===== src/rtl/eg_pkg.sv =====
package eg_pkg;
  typedef enum logic [2:0] {
    EG_IDLE = 3'd0,
    EG_ATK  = 3'd1,
    EG_DEC  = 3'd2,
    EG_SUS  = 3'd3,
    EG_REL  = 3'd4,
    EG_REV  = 3'd5,
    EG_DMP  = 3'd6
  } eg_state_e;

  localparam int ENV_W        = 10;
  localparam int RATE_W       = 6;
  localparam int INC_W        = 4;
  localparam int ENV_SILENT   = 511;
  localparam int REV_KNEE     = 96;
  localparam int DAMP_RATE    = 56;
  localparam int REV_REG_RATE = 5;
  localparam int FREEZE_BELOW = 4;
endpackage


===== src/rtl/eg_rate_calc.sv =====
module eg_rate_calc
  import eg_pkg::*;
(
  input  logic [3:0]        reg_rate,
  input  logic [3:0]        rate_corr,
  input  logic [3:0]        octave,
  input  logic              fnum_hi,
  output logic [RATE_W-1:0] eff_rate
);
  logic signed [7:0] oct_s, rc_s, base_s, sum_s;

  always_comb begin
    oct_s  = {{4{octave[3]}}, octave};
    rc_s   = $signed({4'b0000, rate_corr});
    base_s = oct_s + rc_s;
    sum_s  = base_s + base_s + $signed({7'd0, fnum_hi})
           + $signed({2'b00, reg_rate, 2'b00});
    if (reg_rate == 4'd0)        eff_rate = '0;
    else if (reg_rate == 4'd15)  eff_rate = 6'd63;
    else if (rate_corr == 4'd15) eff_rate = {reg_rate, 2'b00};
    else if (sum_s < 0)          eff_rate = '0;
    else if (sum_s > 8'sd63)     eff_rate = 6'd63;
    else                         eff_rate = sum_s[5:0];
  end
endmodule


===== src/rtl/eg_step_gen.sv =====
module eg_step_gen
  import eg_pkg::*;
#(
  parameter int CNT_W = 18
) (
  input  logic [CNT_W-1:0]  cnt,
  input  logic [RATE_W-1:0] rate,
  input  logic              attack,
  output logic              fire,
  output logic [INC_W-1:0]  inc
);
  logic [3:0]       shift;
  logic [CNT_W-1:0] mask;
  logic [2:0]       idx;
  logic [1:0]       lo;
  logic             frac;
  logic             two;

  always_comb begin
    shift = (rate[5:2] >= 4'd12) ? 4'd0 : (4'd12 - rate[5:2]);
    mask  = (CNT_W'(1) << shift) - CNT_W'(1);
    fire  = ((cnt & mask) == '0);
    idx   = 3'(cnt >> shift);
    lo    = rate[1:0];
    case (lo)
      2'd0:    frac = idx[0];
      2'd1:    frac = idx[0] | (idx == 3'd4);
      2'd2:    frac = (idx[1:0] != 2'd0);
      default: frac = (idx != 3'd0);
    endcase
    case (lo)
      2'd0:    two = 1'b0;
      2'd1:    two = (idx[1:0] == 2'd3);
      2'd2:    two = idx[0];
      default: two = (idx[1:0] != 2'd0);
    endcase
    if (rate >= 6'd60)      inc = attack ? 4'd8 : 4'd4;
    else if (rate >= 6'd56) inc = two ? 4'd4 : 4'd2;
    else if (rate >= 6'd52) inc = two ? 4'd2 : 4'd1;
    else                    inc = {3'b000, frac};
  end
endmodule


===== src/rtl/pcm_env_gen.sv =====
module pcm_env_gen
  import eg_pkg::*;
#(
  parameter int CNT_W = 18
) (
  input  logic             clk,
  input  logic             rst_n,
  input  logic             eg_tick,
  input  logic [CNT_W-1:0] eg_cnt,
  input  logic [3:0]       ar_rate,
  input  logic [3:0]       dec1_rate,
  input  logic [3:0]       dec2_rate,
  input  logic [3:0]       rel_rate,
  input  logic [3:0]       dl_idx,
  input  logic [3:0]       rate_corr,
  input  logic [3:0]       octave,
  input  logic             fnum_hi,
  input  logic             reverb_en,
  input  logic             key_on,
  input  logic             key_off,
  input  logic             damp,
  output logic [9:0]       att_o,
  output logic             voice_active
);
  localparam logic [ENV_W-1:0]  SILENT = ENV_W'(ENV_SILENT);
  localparam logic [ENV_W:0]    SILENT_X = (ENV_W+1)'(ENV_SILENT);
  localparam logic [ENV_W:0]    KNEE   = (ENV_W+1)'(REV_KNEE);
  localparam logic [RATE_W-1:0] DMP_R  = RATE_W'(DAMP_RATE);

  eg_state_e         state_q, state_n;
  logic [ENV_W-1:0]  env_q, env_n;
  logic [3:0]        sel_rate;
  logic [RATE_W-1:0] calc_rate, eff_rate;
  logic              fire, frozen;
  logic [INC_W-1:0]  inc;
  logic [ENV_W:0]    add_sum, dl_lvl;
  logic [ENV_W-1:0]  add_sat;
  logic signed [15:0] atk_prod, atk_sum;

  always_comb begin
    case (state_q)
      EG_ATK:  sel_rate = ar_rate;
      EG_DEC:  sel_rate = dec1_rate;
      EG_SUS:  sel_rate = dec2_rate;
      EG_REL:  sel_rate = rel_rate;
      EG_REV:  sel_rate = 4'(REV_REG_RATE);
      default: sel_rate = 4'd0;
    endcase
  end

  eg_rate_calc u_rate (
    .reg_rate (sel_rate),
    .rate_corr(rate_corr),
    .octave   (octave),
    .fnum_hi  (fnum_hi),
    .eff_rate (calc_rate)
  );

  assign eff_rate = (state_q == EG_DMP) ? DMP_R : calc_rate;
  assign frozen   = (eff_rate < RATE_W'(FREEZE_BELOW))
                  && (state_q != EG_REV) && (state_q != EG_DMP);

  eg_step_gen #(.CNT_W(CNT_W)) u_step (
    .cnt   (eg_cnt),
    .rate  (eff_rate),
    .attack(state_q == EG_ATK),
    .fire  (fire),
    .inc   (inc)
  );

  always_comb begin
    dl_lvl   = {1'b0, (dl_idx == 4'd15) ? 5'd31 : {1'b0, dl_idx}, 4'b0000};
    add_sum  = {1'b0, env_q} + (ENV_W+1)'(inc);
    add_sat  = (add_sum > SILENT_X) ? SILENT : add_sum[ENV_W-1:0];
    atk_prod = -($signed({6'd0, env_q}) + 16'sd1) * $signed({12'd0, inc});
    atk_sum  = $signed({6'd0, env_q}) + (atk_prod >>> 3);
  end

  always_comb begin
    state_n = state_q;
    env_n   = env_q;
    if (damp) begin
      state_n = EG_DMP;
    end else if (key_on) begin
      state_n = EG_ATK;
      if (state_q == EG_IDLE) env_n = SILENT;
    end else if (key_off) begin
      if (state_q != EG_IDLE && state_q != EG_REV) state_n = EG_REL;
    end else if (eg_tick && fire && !frozen) begin
      case (state_q)
        EG_ATK: begin
          if (atk_sum <= 16'sd0) begin
            env_n   = '0;
            state_n = (dl_idx != 4'd0) ? EG_DEC : EG_SUS;
          end else begin
            env_n = atk_sum[ENV_W-1:0];
          end
        end
        EG_DEC: begin
          env_n = add_sat;
          if (reverb_en && add_sum > KNEE) state_n = EG_REV;
          else if (add_sum >= dl_lvl)      state_n = EG_SUS;
        end
        EG_SUS, EG_REL: begin
          env_n = add_sat;
          if (reverb_en && add_sum > KNEE) state_n = EG_REV;
          else if (add_sum >= SILENT_X)    state_n = EG_IDLE;
        end
        EG_REV, EG_DMP: begin
          env_n = add_sat;
          if (add_sum >= SILENT_X) state_n = EG_IDLE;
        end
        default: ;
      endcase
    end
  end

  always_ff @(posedge clk) begin
    if (!rst_n) begin
      state_q <= EG_IDLE;
      env_q   <= SILENT;
    end else begin
      state_q <= state_n;
      env_q   <= env_n;
    end
  end

  assign att_o        = env_q;
  assign voice_active = (state_q != EG_IDLE);
endmodule


===== config.mk =====
export PLATFORM = sky130hd
export DESIGN_NAME = pcm_env_gen
export DESIGN_NICKNAME = d
export VERILOG_FILES = /design/src/rtl/eg_pkg.sv /design/src/rtl/eg_rate_calc.sv /design/src/rtl/eg_step_gen.sv /design/src/rtl/pcm_env_gen.sv
export SDC_FILE = /design/constraint.sdc
export NUM_CORES = 1
export LEC_CHECK = 0
export CAP_MARGIN = 30
export CORE_ASPECT_RATIO = 0.5
export CORE_MARGIN = 4
export CORE_UTILIZATION = 53
export DETAILED_ROUTE_END_ITERATION = 7
export GPL_ROUTABILITY_DRIVEN = 0
export PLACE_DENSITY = 0.77
export SLEW_MARGIN = 25
export SYNTH_ARGS = -nofsm -noshare
export SYNTH_HDL_FRONTEND = slang
export SYNTH_SLANG_ARGS = --single-unit

===== constraint.sdc =====
create_clock -name clk -period 14.45 [get_ports clk]
set_input_delay 3.6125 -clock clk [delete_from_list [all_inputs] [get_ports clk]]
set_output_delay 3.6125 -clock clk [all_outputs]
set_load 0.01 [all_outputs]

-- Word-level counts from Yosys, hierarchy flattened
Cells that the tools add are included.
- flip-flop bits (word level): 13
- bits of input ports: 54
- output and inout port bits: 11
- logic and storage cells: 119
- $add $sub $neg: 10
- multiply operators: 1
- $lt $le $gt $ge: 12
- equal/unequal tests: 23
- shifts and indexed selects: 2
- muxes and demuxes: 36
- bitwise logic cells: 4
- reduce and logical (&&, ||, !) cells: 28
- operators with widths (cell ; number):
    10-bit 2-to-1 mux ; 6
    6-bit 2-to-1 mux ; 6
    3-bit 2-to-1 mux ; 11
    4-bit 2-to-1 mux ; 5
    10-bit case mux with 2 select lines ; 1
    4-bit case mux with 5 select lines ; 1
    18-bit bitwise AND ; 1
    6-bit >= comparator (second input constant) ; 3
    18-bit logical NOT ; 1
    1-bit by 4-bit << shifter with 18-bit output (first input constant) ; 1
    18-bit by 4-bit right shift with 3-bit output ; 1
    18-bit by 2-bit subtractor with 18-bit output (second input constant) ; 1
    16-bit by 5-bit multiplier with 16-bit output ; 1
    11-bit negator with 16-bit output ; 1
    5-bit AND reduction ; 3
    11-bit by 13-bit adder with 14-bit output ; 1
    14-bit by 1-bit less-or-equal comparator with 1-bit output (second input constant) ; 1
    3-bit equality test (second input constant) ; 4
    4-bit equality test (second input constant) ; 3
    3-bit case mux with 4 select lines ; 1
    3-bit nonzero test ; 4
    10-bit by 1-bit adder with 11-bit output (second input constant) ; 1
    10-bit by 4-bit adder with 11-bit output ; 1
    11-bit by 9-bit >= comparator with 1-bit output ; 1
    other kinds (41) ; 56

-- Depth between registers and ports, before layout
Gate-level depths: netlist (run 1).
- depth in word-level cells: 29
- mapped depth: 56

-- Hierarchy
A second synthesis (run 1) with hierarchy kept.
- cell total of the unflattened synthesis: 771
- area total of the unflattened synthesis: 5609.1 µm²
- by module, submodules not included (module ; times used ; cells an instance ; area each (µm²)):
    pcm_env_gen ; 1 ; 529 ; 3916.3
    eg_step_gen ; 1 ; 177 ; 1179.9
    eg_rate_calc ; 1 ; 65 ; 513.0

-- Worst setup path after synthesis (run 1)
OpenSTA, ideal clock, no wires.
- path type: input to register
- from: input port rate_corr[0]
- to: register state_q[0]
- setup time: 0.125 ns
- arrival time: 13.844 ns
- path slack: 0.480 ns
- cell stages on the path: 52
- cells stage by stage: ha_1 > fa_1 > a21oi_1 > nor2_1 > nor2_1 > xnor2_1 > ha_1 > o21ai_0 > o21ba_2 > a41oi_1 > o31a_4 > a211oi_4 > inv_2 > buf_6 > ha_1 > clkbuf_1 > o21ai_2 > a32o_1 > (+16 left out) > a21oi_1 > o21bai_1 > a21oi_1 > nor2b_1 > o21ai_0 > nor2b_1 > xnor2_1 > ha_1 > a21oi_1 > o21ai_0 > xnor2_1 > or3_1 > or3b_2 > and4_1 > a2111o_1 > nand2_2 > or3_4 > a211oi_2
- word-level cells in the longest chain between the ends: 28
- elaborated cells between the ends (all ways): 64
- classes of those cells: 8 x add/sub; 1 x mul; 11 x order compare; 7 x eq/ne; 2 x shift; 21 x mux; 2 x bitwise; 12 x reduce/logical
- RTL lines (what ; line ; source):
    start, declared ; pcm_env_gen.sv:15 ; input logic [3:0] rate_corr,
    4-bit by 5-bit adder with 6-bit output ; eg_rate_calc.sv:15 ; base_s = oct_s + rc_s;
    8-bit adder ; eg_rate_calc.sv:16 ; sum_s = base_s + base_s + $signed({7'd0, fnum_hi})
    8-bit by 2-bit adder with 8-bit output ; eg_rate_calc.sv:16 ;
    8-bit by 7-bit adder with 8-bit output ; eg_rate_calc.sv:17 ; + $signed({2'b00, reg_rate, 2'b00});
    8-bit by 7-bit > comparator with 1-bit output ; eg_rate_calc.sv:22 ; else if (sum_s > 8'sd63) eff_rate = 6'd63;
    6-bit 2-to-1 mux ; eg_rate_calc.sv:22 ;
    6-bit 2-to-1 mux ; eg_rate_calc.sv:21 ; else if (sum_s < 0) eff_rate = '0;
    6-bit 2-to-1 mux * ; eg_rate_calc.sv:20 ; else if (rate_corr == 4'd15) eff_rate = {reg_rate, 2'b00};
    6-bit 2-to-1 mux * ; eg_rate_calc.sv:19 ; else if (reg_rate == 4'd15) eff_rate = 6'd63;
    6-bit 2-to-1 mux * ; eg_rate_calc.sv:18 ; if (reg_rate == 4'd0) eff_rate = '0;
    6-bit 2-to-1 mux * ; pcm_env_gen.sv:59 ; assign eff_rate = (state_q == EG_DMP) ? DMP_R : calc_rate;
    parallel branches: the longest is 17 deep, another holds 16-bit by 5-bit multiplier with 16-bit output ; -- ;
    end signal, assigned ; pcm_env_gen.sv:123 ; state_q <= state_n;
    end, declared ; pcm_env_gen.sv:30 ; eg_state_e state_q, state_n;
Mark *: on every way between the ends. The select of a mux whose other input is x is not followed.
A chain may end at the register's enable or synchronous reset.

-- Final worst setup path (run 1)
- from: input port rate_corr[0]
- to: register env_q[2] (netlist: att_o[2])
- word-level cells in the longest chain between the ends: 28
- elaborated cells between the ends (all ways): 58
- classes of those cells: 8 x add/sub; 1 x mul; 9 x order compare; 5 x eq/ne; 2 x shift; 20 x mux; 2 x bitwise; 11 x reduce/logical
- RTL lines (what ; line ; source):
    4-bit by 5-bit adder with 6-bit output ; eg_rate_calc.sv:15 ;
    8-bit adder ; eg_rate_calc.sv:16 ;
    8-bit by 2-bit adder with 8-bit output ; eg_rate_calc.sv:16 ;
    8-bit by 7-bit adder with 8-bit output ; eg_rate_calc.sv:17 ;
    8-bit by 7-bit > comparator with 1-bit output ; eg_rate_calc.sv:22 ;
    6-bit 2-to-1 mux ; eg_rate_calc.sv:22 ;
    6-bit 2-to-1 mux ; eg_rate_calc.sv:21 ;
    6-bit 2-to-1 mux * ; eg_rate_calc.sv:20 ;
    (+12 left out) ; -- ;
    16-bit by 5-bit multiplier with 16-bit output ; pcm_env_gen.sv:75 ; atk_prod = -($signed({6'd0, env_q}) + 16'sd1) * $signed({12'd0, inc});
    11-bit by 13-bit adder with 14-bit output ; pcm_env_gen.sv:76 ; atk_sum = $signed({6'd0, env_q}) + (atk_prod >>> 3);
    14-bit by 1-bit less-or-equal comparator with 1-bit output ; pcm_env_gen.sv:92 ; if (atk_sum <= 16'sd0) begin
    10-bit 2-to-1 mux ; pcm_env_gen.sv:92 ;
    10-bit case mux with 2 select lines ; pcm_env_gen.sv:90 ; case (state_q)
    10-bit 2-to-1 mux ; pcm_env_gen.sv:89 ; end else if (eg_tick && fire && !frozen) begin
    10-bit 2-to-1 mux ; pcm_env_gen.sv:87 ; end else if (key_off) begin
    10-bit 2-to-1 mux ; pcm_env_gen.sv:84 ; end else if (key_on) begin
    end signal, assigned ; pcm_env_gen.sv:124 ; env_q <= env_n;
    end, declared ; pcm_env_gen.sv:31 ; logic [ENV_W-1:0] env_q, env_n;
Every way passes the cells marked *; elsewhere a longest branch is shown, timed or not. The select of a mux whose other input is x is not followed.

==> impl_metrics.toml, run 1 <==
[sta]
finalSetupTns_ns = 0
clock.fmax_ghz = 0.0713
tightest_slew_ns = 0.699
fin_crit_ns = 14.03
slew_headroom = 0.533
hold_violations = 0
finClkSkew_ns = 0.00258
finalMaxSlewViolations = 0
fin_crit_sh = 0.971
setup_slack_ns = 0.421
finalSetupViolCount = 0

[drt]
drt_iter0_drc = 546
remaining_drc_errors = 0
vias = 5753
post_drt_wl_per_cell_um = 16.9
routed_via_density = 6.15
drt-total-wl_um = 15800
ant_nets = 0
dr.pass1.iters = 5

[floorplan]
rows = 25
pin_count = 65
fp.dieH_um = 79.1
core_um2 = 9670
initial_core_util = 0.555
die_area_um2 = 11900
die_width_um = 150

[pwr]
ir_drop_v = 0.000168
swShare = 0.546
p_sw_uw = 698
power_frac_seq = 0.040
p_leak_nw = 2.95
clkPwrFrac = 0.041
p_int_uw = 580
powerDensity_nw_per_um2 = 193
pwr-share-comb = 0.920

[setup_path]
crit_type = "in -> reg"
cpPeakStageDelay_ns = 0.55
setup.worst_path.end_class = "flop"
crit_path_start_kind = "primary input"
cp.required_ns = 14.56
crit_path_top_delay_cell = "fa_1"
worstPathMaxFanout = 6
worstPathArrival_ns = 14.14

[synthesis]
syn_inst = 722
synth_cell_type_count = 89
synth_warnings = 0
syn-mean-instance-area_um2 = 7.43
yosys.area.top_type = "ha_1"
async_flop_share = 0
synth_seq_cells = 13
syn_nets = 866
ys_top_cells_by_area = "ha_1 15%, fa_1 10%, inv_1 5.5%, a21oi_1 4.9%, dfxtp_1 4.9%"
synth_edf_count = 0
synth_area_um2 = 5370
synth_top_cell_area_share = 0.147
synthFlopType = "dfxtp_1"
synth-seq-area-share = 0.0485

[final_layout]
final_cell_area_um2 = 6620
mostFrequentLayoutCells = "76 x inv_1, 65 x nor2_1, 64 x clkdlybuf4s50_1"
final_common_cell = "inv_1"
drive_gt1_frac = 0.146
syn_to_final_growth_pct = 23.3
antennaDiodeCount = 0
nNetsFinal = 946

[place]
io_buffer_count = 64
dp_hpwl_um = 12400
place_area_um2 = 6210
dp_slack_ns = -0.114

[global_routing]
grt_pass1_vias = 5393
grt_pass1_wl_um = 25600
grt_max_degree = 22
grtUsageTotal = 0.257
antenna_found_initial = 0
grt_overflow = 0

[clock_tree]
h-tree-depth = 1
cts-root-buf = "clkbuf_16"
cts_buffers = 3
cts_sinks = 13
cts_tree = "yes"
ctsHoldBuffers = 0
clkLatencyLatePin_ns = 0.24
clockBufferDepth = 2
clk_pin_slew_ns = 0.04

[job]
max-cap-violations = 0

[hold_path]
hp-class = "reg -> reg"

[run_status]
status = "complete, no violations"
## layout make-up
type | count | area [µm²]
Clock buffer | 4 | 78.8
Fill cell | 805 | 3050
Multi-Input combinational cell | 601 | 4860
Tap cell | 135 | 169
Inverter | 79 | 297
Sequential cell | 13 | 260
Timing Repair Buffer | 104 | 948
## timing repair
item                                    in CTS  in global routing
resized for setup                            0                 54
endpoints found under the setup margin       0                 12
setup buffers                                0                 15
## per-layer routing
layer / GRT usage / vias up / part of all wire
met2: 0.439 / 253 / 0.48
li1: - / 2755 / -
met4: 0.0274 / 0 / 0.010
met3: 0.0291 / 26 / 0.078
met5: 0 / - / 0
met1: 0.360 / 2719 / 0.44
## path summary, 6_finish.rpt
kind,startpoint,end,slack [ns],cells after the start
max,rate_corr[0],att_o[2]$_SDFFE_PN1P_,0.42,50
min,att_o[0]$_SDFFE_PN1P_,att_o[0]$_SDFFE_PN1P_,0.58,1
max reg2reg,state_q[0]$_SDFFE_PP0P_,att_o[2]$_SDFFE_PN1P_,3.38,51
min reg2reg,att_o[0]$_SDFFE_PN1P_,att_o[0]$_SDFFE_PN1P_,0.58,1
## per-stage QoR
step / util / hold slack [ns] / total power [mW] / instances
4_1_cts: 0.651 / 0.584 / 1.15 / 920
5_1_grt: 0.684 / 0.607 / 1.39 / 936
2_1_floorplan: - / 0.554 / 0.829 / 722
3_5_place_dp: 0.643 / 0.578 / 1.09 / 916
6_report: 0.684 / 0.584 / 1.28 / 936
3_3_place_gp: 0.643 / 0.581 / 1.06 / 916
## power groups by stage
stage / Sequential (mW) / Clock (mW) / Combinational, mW
after floorplan: 0.0439 / 0 / 0.786
after global routing: 0.0517 / 0.0536 / 1.29
after detailed placement: 0.0512 / 0 / 1.03
after CTS: 0.0506 / 0.0522 / 1.04
final: 0.0506 / 0.0519 / 1.18
after global placement: 0.0511 / 0 / 1.01
## worst max-delay path: cells and delay by family
| family | cells | cell delay, ns |
|---|---|---|
| buf+inv | 7 | 1.21 |
| xor+xnor | 3 | 0.47 |
| simple gates | 15 | 2.68 |
| compound gates | 17 | 3.21 |
| fa+ha+maj | 8 | 2.93 |
## state kept, by name (all words and copies together) (netlist names)
register and flops:
state_q 3, att_o 10
## cells in the mapped netlist (all sizes together), types with 3 or more instances
cell type / n
inv: 79
nor2: 66
ha: 63
a21oi: 55
nand2: 46
o21ai: 32
fa: 27
nor3: 25
nand3: 24
mux2i: 23
nand2b: 19
xnor2: 19
xor2: 16
buf: 15
clkbuf: 15
dfxtp: 13
a211oi: 11
o211ai: 11
nor2b: 10
a21o: 9
and2: 9
nand4: 8
or3: 8
o21a: 7
o21bai: 7
o311ai: 7
or2: 7
a22oi: 6
a2bb2oi: 6
and3: 5
o22ai: 5
a21boi: 4
and4: 4
nand3b: 4
o31ai: 4
a2111o: 3
a32o: 3
a41oi: 3
nor3b: 3
o31a: 3
o41ai: 3
## cell families after synthesis
kind of cell / share of synthesized area
simple gates: 0.233
compound gates: 0.282
buf+inv: 0.0835
fa+ha+maj: 0.248
xor+xnor: 0.0571
mux: 0.0476
flops: 0.0485
other cells: 0.000699
Note: power is estimated with default switching activity, not from simulation.
==> run 2: changes to the inputs <==
PLACE_DENSITY = 0.84   (was 0.77)
==> run 2 against run 1 <==
The flow now finishes with violations (design-rule violations). Global-route usage is 0.064 points lower. Critical path depth fell by 6. Fmax is 0.50% lower. Routed wire length increased by 0.66%. Clock power hardly changed. Combinational power down 3%. Register-to-register slack worse by 0.14 ns. Non-clock buffer count fell by 12. Clock-buffer cell count is the same. Total power shrank 3.1%. First-iteration DRC count decreased by 2.7%. Critical path type unchanged. Largest power group unchanged.
==> impl_metrics.toml, run 2 (same netlist as run 1, synthesis figures left out) <==
[pwr]
clkPwrFrac = 0.042
power_frac_seq = 0.041
power_mw = 1.24
p_leak_nw = 2.88
ir_drop_v = 0.000174
p_int_uw = 553
swShare = 0.553
pwr-share-comb = 0.917
powerDensity_nw_per_um2 = 191
p_sw_uw = 685

[clock_tree]
ctsHoldBuffers = 0
cts_buffers = 3
cts_sinks = 13
clockBufferDepth = 2
cts-root-buf = "clkbuf_16"
clk_pin_slew_ns = 0.05
cts_tree = "yes"
clkLatencyLatePin_ns = 0.24
h-tree-depth = 1

[job]
max-cap-violations = 0

[run_status]
violations = "design-rule violations"
status = "finished with violations"

[setup_path]
cpMostUsedCell = "ha_1"
cp.required_ns = 14.57
rr_worst_depth = 44
endpoint = "att_o[7]$_SDFFE_PN1P_"
crit_buf_inv = 5
crit_type = "in -> reg"
r2r-end = "att_o[7]$_SDFFE_PN1P_"
crit_cells = 44
rrSetupSlack_ns = 3.24
critical_path.top_delay_family = "compound AO/OA/AOI/OAI gates"
crit_path_start = "rate_corr[0]"
worstReg2RegStart = "state_q[0]$_SDFFE_PP0P_"
crit_path_top_delay_cell = "fa_1"
setup.worst_path.end_class = "flop"
worstPathMaxFanout = 9
cpPeakStageDelay_ns = 0.55
worstPathArrival_ns = 14.22
crit_path_start_kind = "primary input"

[floorplan]
die_width_um = 150
core_um2 = 9670
rows = 25
die_area_um2 = 11900
initial_core_util = 0.555
fp.dieH_um = 79.1
pin_count = 65

[final_layout]
mostFrequentLayoutCells = "76 x inv_1, 64 x clkdlybuf4s50_1, 63 x nor2_1"
num-fill-cells = 751
nNetsFinal = 933
largest_reg_flops = 10
syn_to_final_growth_pct = 21.0
final_common_cell = "inv_1"
drive_gt1_frac = 0.126
antennaDiodeCount = 0
final_cell_area_um2 = 6490

[drt]
routed_via_density = 6.24
post_drt_wl_per_cell_um = 17.3
drt-total-wl_um = 16000
vias = 5760
remaining_drc_errors = 9
ant_nets = 0
dr.pass1.iters = 8
drt_iter0_drc = 531

[global_routing]
grt_overflow = 0
grt_max_degree = 22
grt_pass1_vias = 5472
antenna_found_initial = 0
grtUsageTotal = 0.256
grt_pass1_wl_um = 25600

[sta]
slew_headroom = 0.501
finalSetupViolCount = 0
fin_crit_sh = 0.976
fin_crit_ns = 14.10
hold_slack_ns = 0.603
hold_violations = 0
clock.fmax_ghz = 0.0709
finClkSkew_ns = 0.00251
setup_slack_ns = 0.350
finalSetupTns_ns = 0
finalMaxSlewViolations = 0
tightest_slew_ns = 0.747

[hold_path]
hp-class = "reg -> reg"
hold_depth = 1

[place]
place_area_um2 = 6200
dp_hpwl_um = 12300
dp_slack_ns = -0.230
io_buffer_count = 64
-- run 2: worst min path at each step --
| stage | endpoint | startpoint | slack (ns) |
|---|---|---|---|
| floorplan | att_o[9]$_SDFFE_PN0P_ | att_o[9]$_SDFFE_PN0P_ | 0.55 |
| global placement | att_o[0]$_SDFFE_PN1P_ | att_o[0]$_SDFFE_PN1P_ | 0.57 |
| detailed placement | att_o[0]$_SDFFE_PN1P_ | att_o[0]$_SDFFE_PN1P_ | 0.58 |
| CTS | att_o[0]$_SDFFE_PN1P_ | att_o[0]$_SDFFE_PN1P_ | 0.59 |
| global route | att_o[0]$_SDFFE_PN1P_ | att_o[0]$_SDFFE_PN1P_ | 0.62 |
| finish | att_o[0]$_SDFFE_PN1P_ | att_o[0]$_SDFFE_PN1P_ | 0.60 |
-- run 2: final cells by class --
type / instances / area, µm² / share of cell area
clock buffer: 4 / 78.8 / 0.0121
inverter: 79 / 297 / 0.0457
multi-input combinational: 600 / 4830 / 0.745
sequential: 13 / 260 / 0.0401
tap: 135 / 169 / 0.0260
timing repair buffer: 92 / 855 / 0.132
-- run 2: through the flow --
step	std cells	utilization
global route	923	0.672
detailed placement	914	0.641
CTS	918	0.650
global placement	914	0.641
finish	923	0.672
floorplan	722	-
-- run 2: repair_timing --
action	4_1_cts	5_1_grt
setup endpoints to repair	1	12
gates resized for setup	1	45
pin swaps	0	16
setup buffers	0	5
-- run 2: metal layers --
metal | global-route usage | share of wire
met1 | 0.341 | 0.43
met2 | 0.424 | 0.47
met5 | 0 | 0
met3 | 0.0462 | 0.082
met4 | 0.0757 | 0.020
-- run 2: power by group through the flow --
stage | registers (mW) | logic [mW] | clock network (mW)
detailed placement | 0.0511 | 1.04 | 0
floorplan | 0.0439 | 0.786 | 0
CTS | 0.0505 | 1.05 | 0.0518
global route | 0.0518 | 1.23 | 0.0543
global placement | 0.0510 | 1.00 | 0
finish | 0.0508 | 1.14 | 0.0521
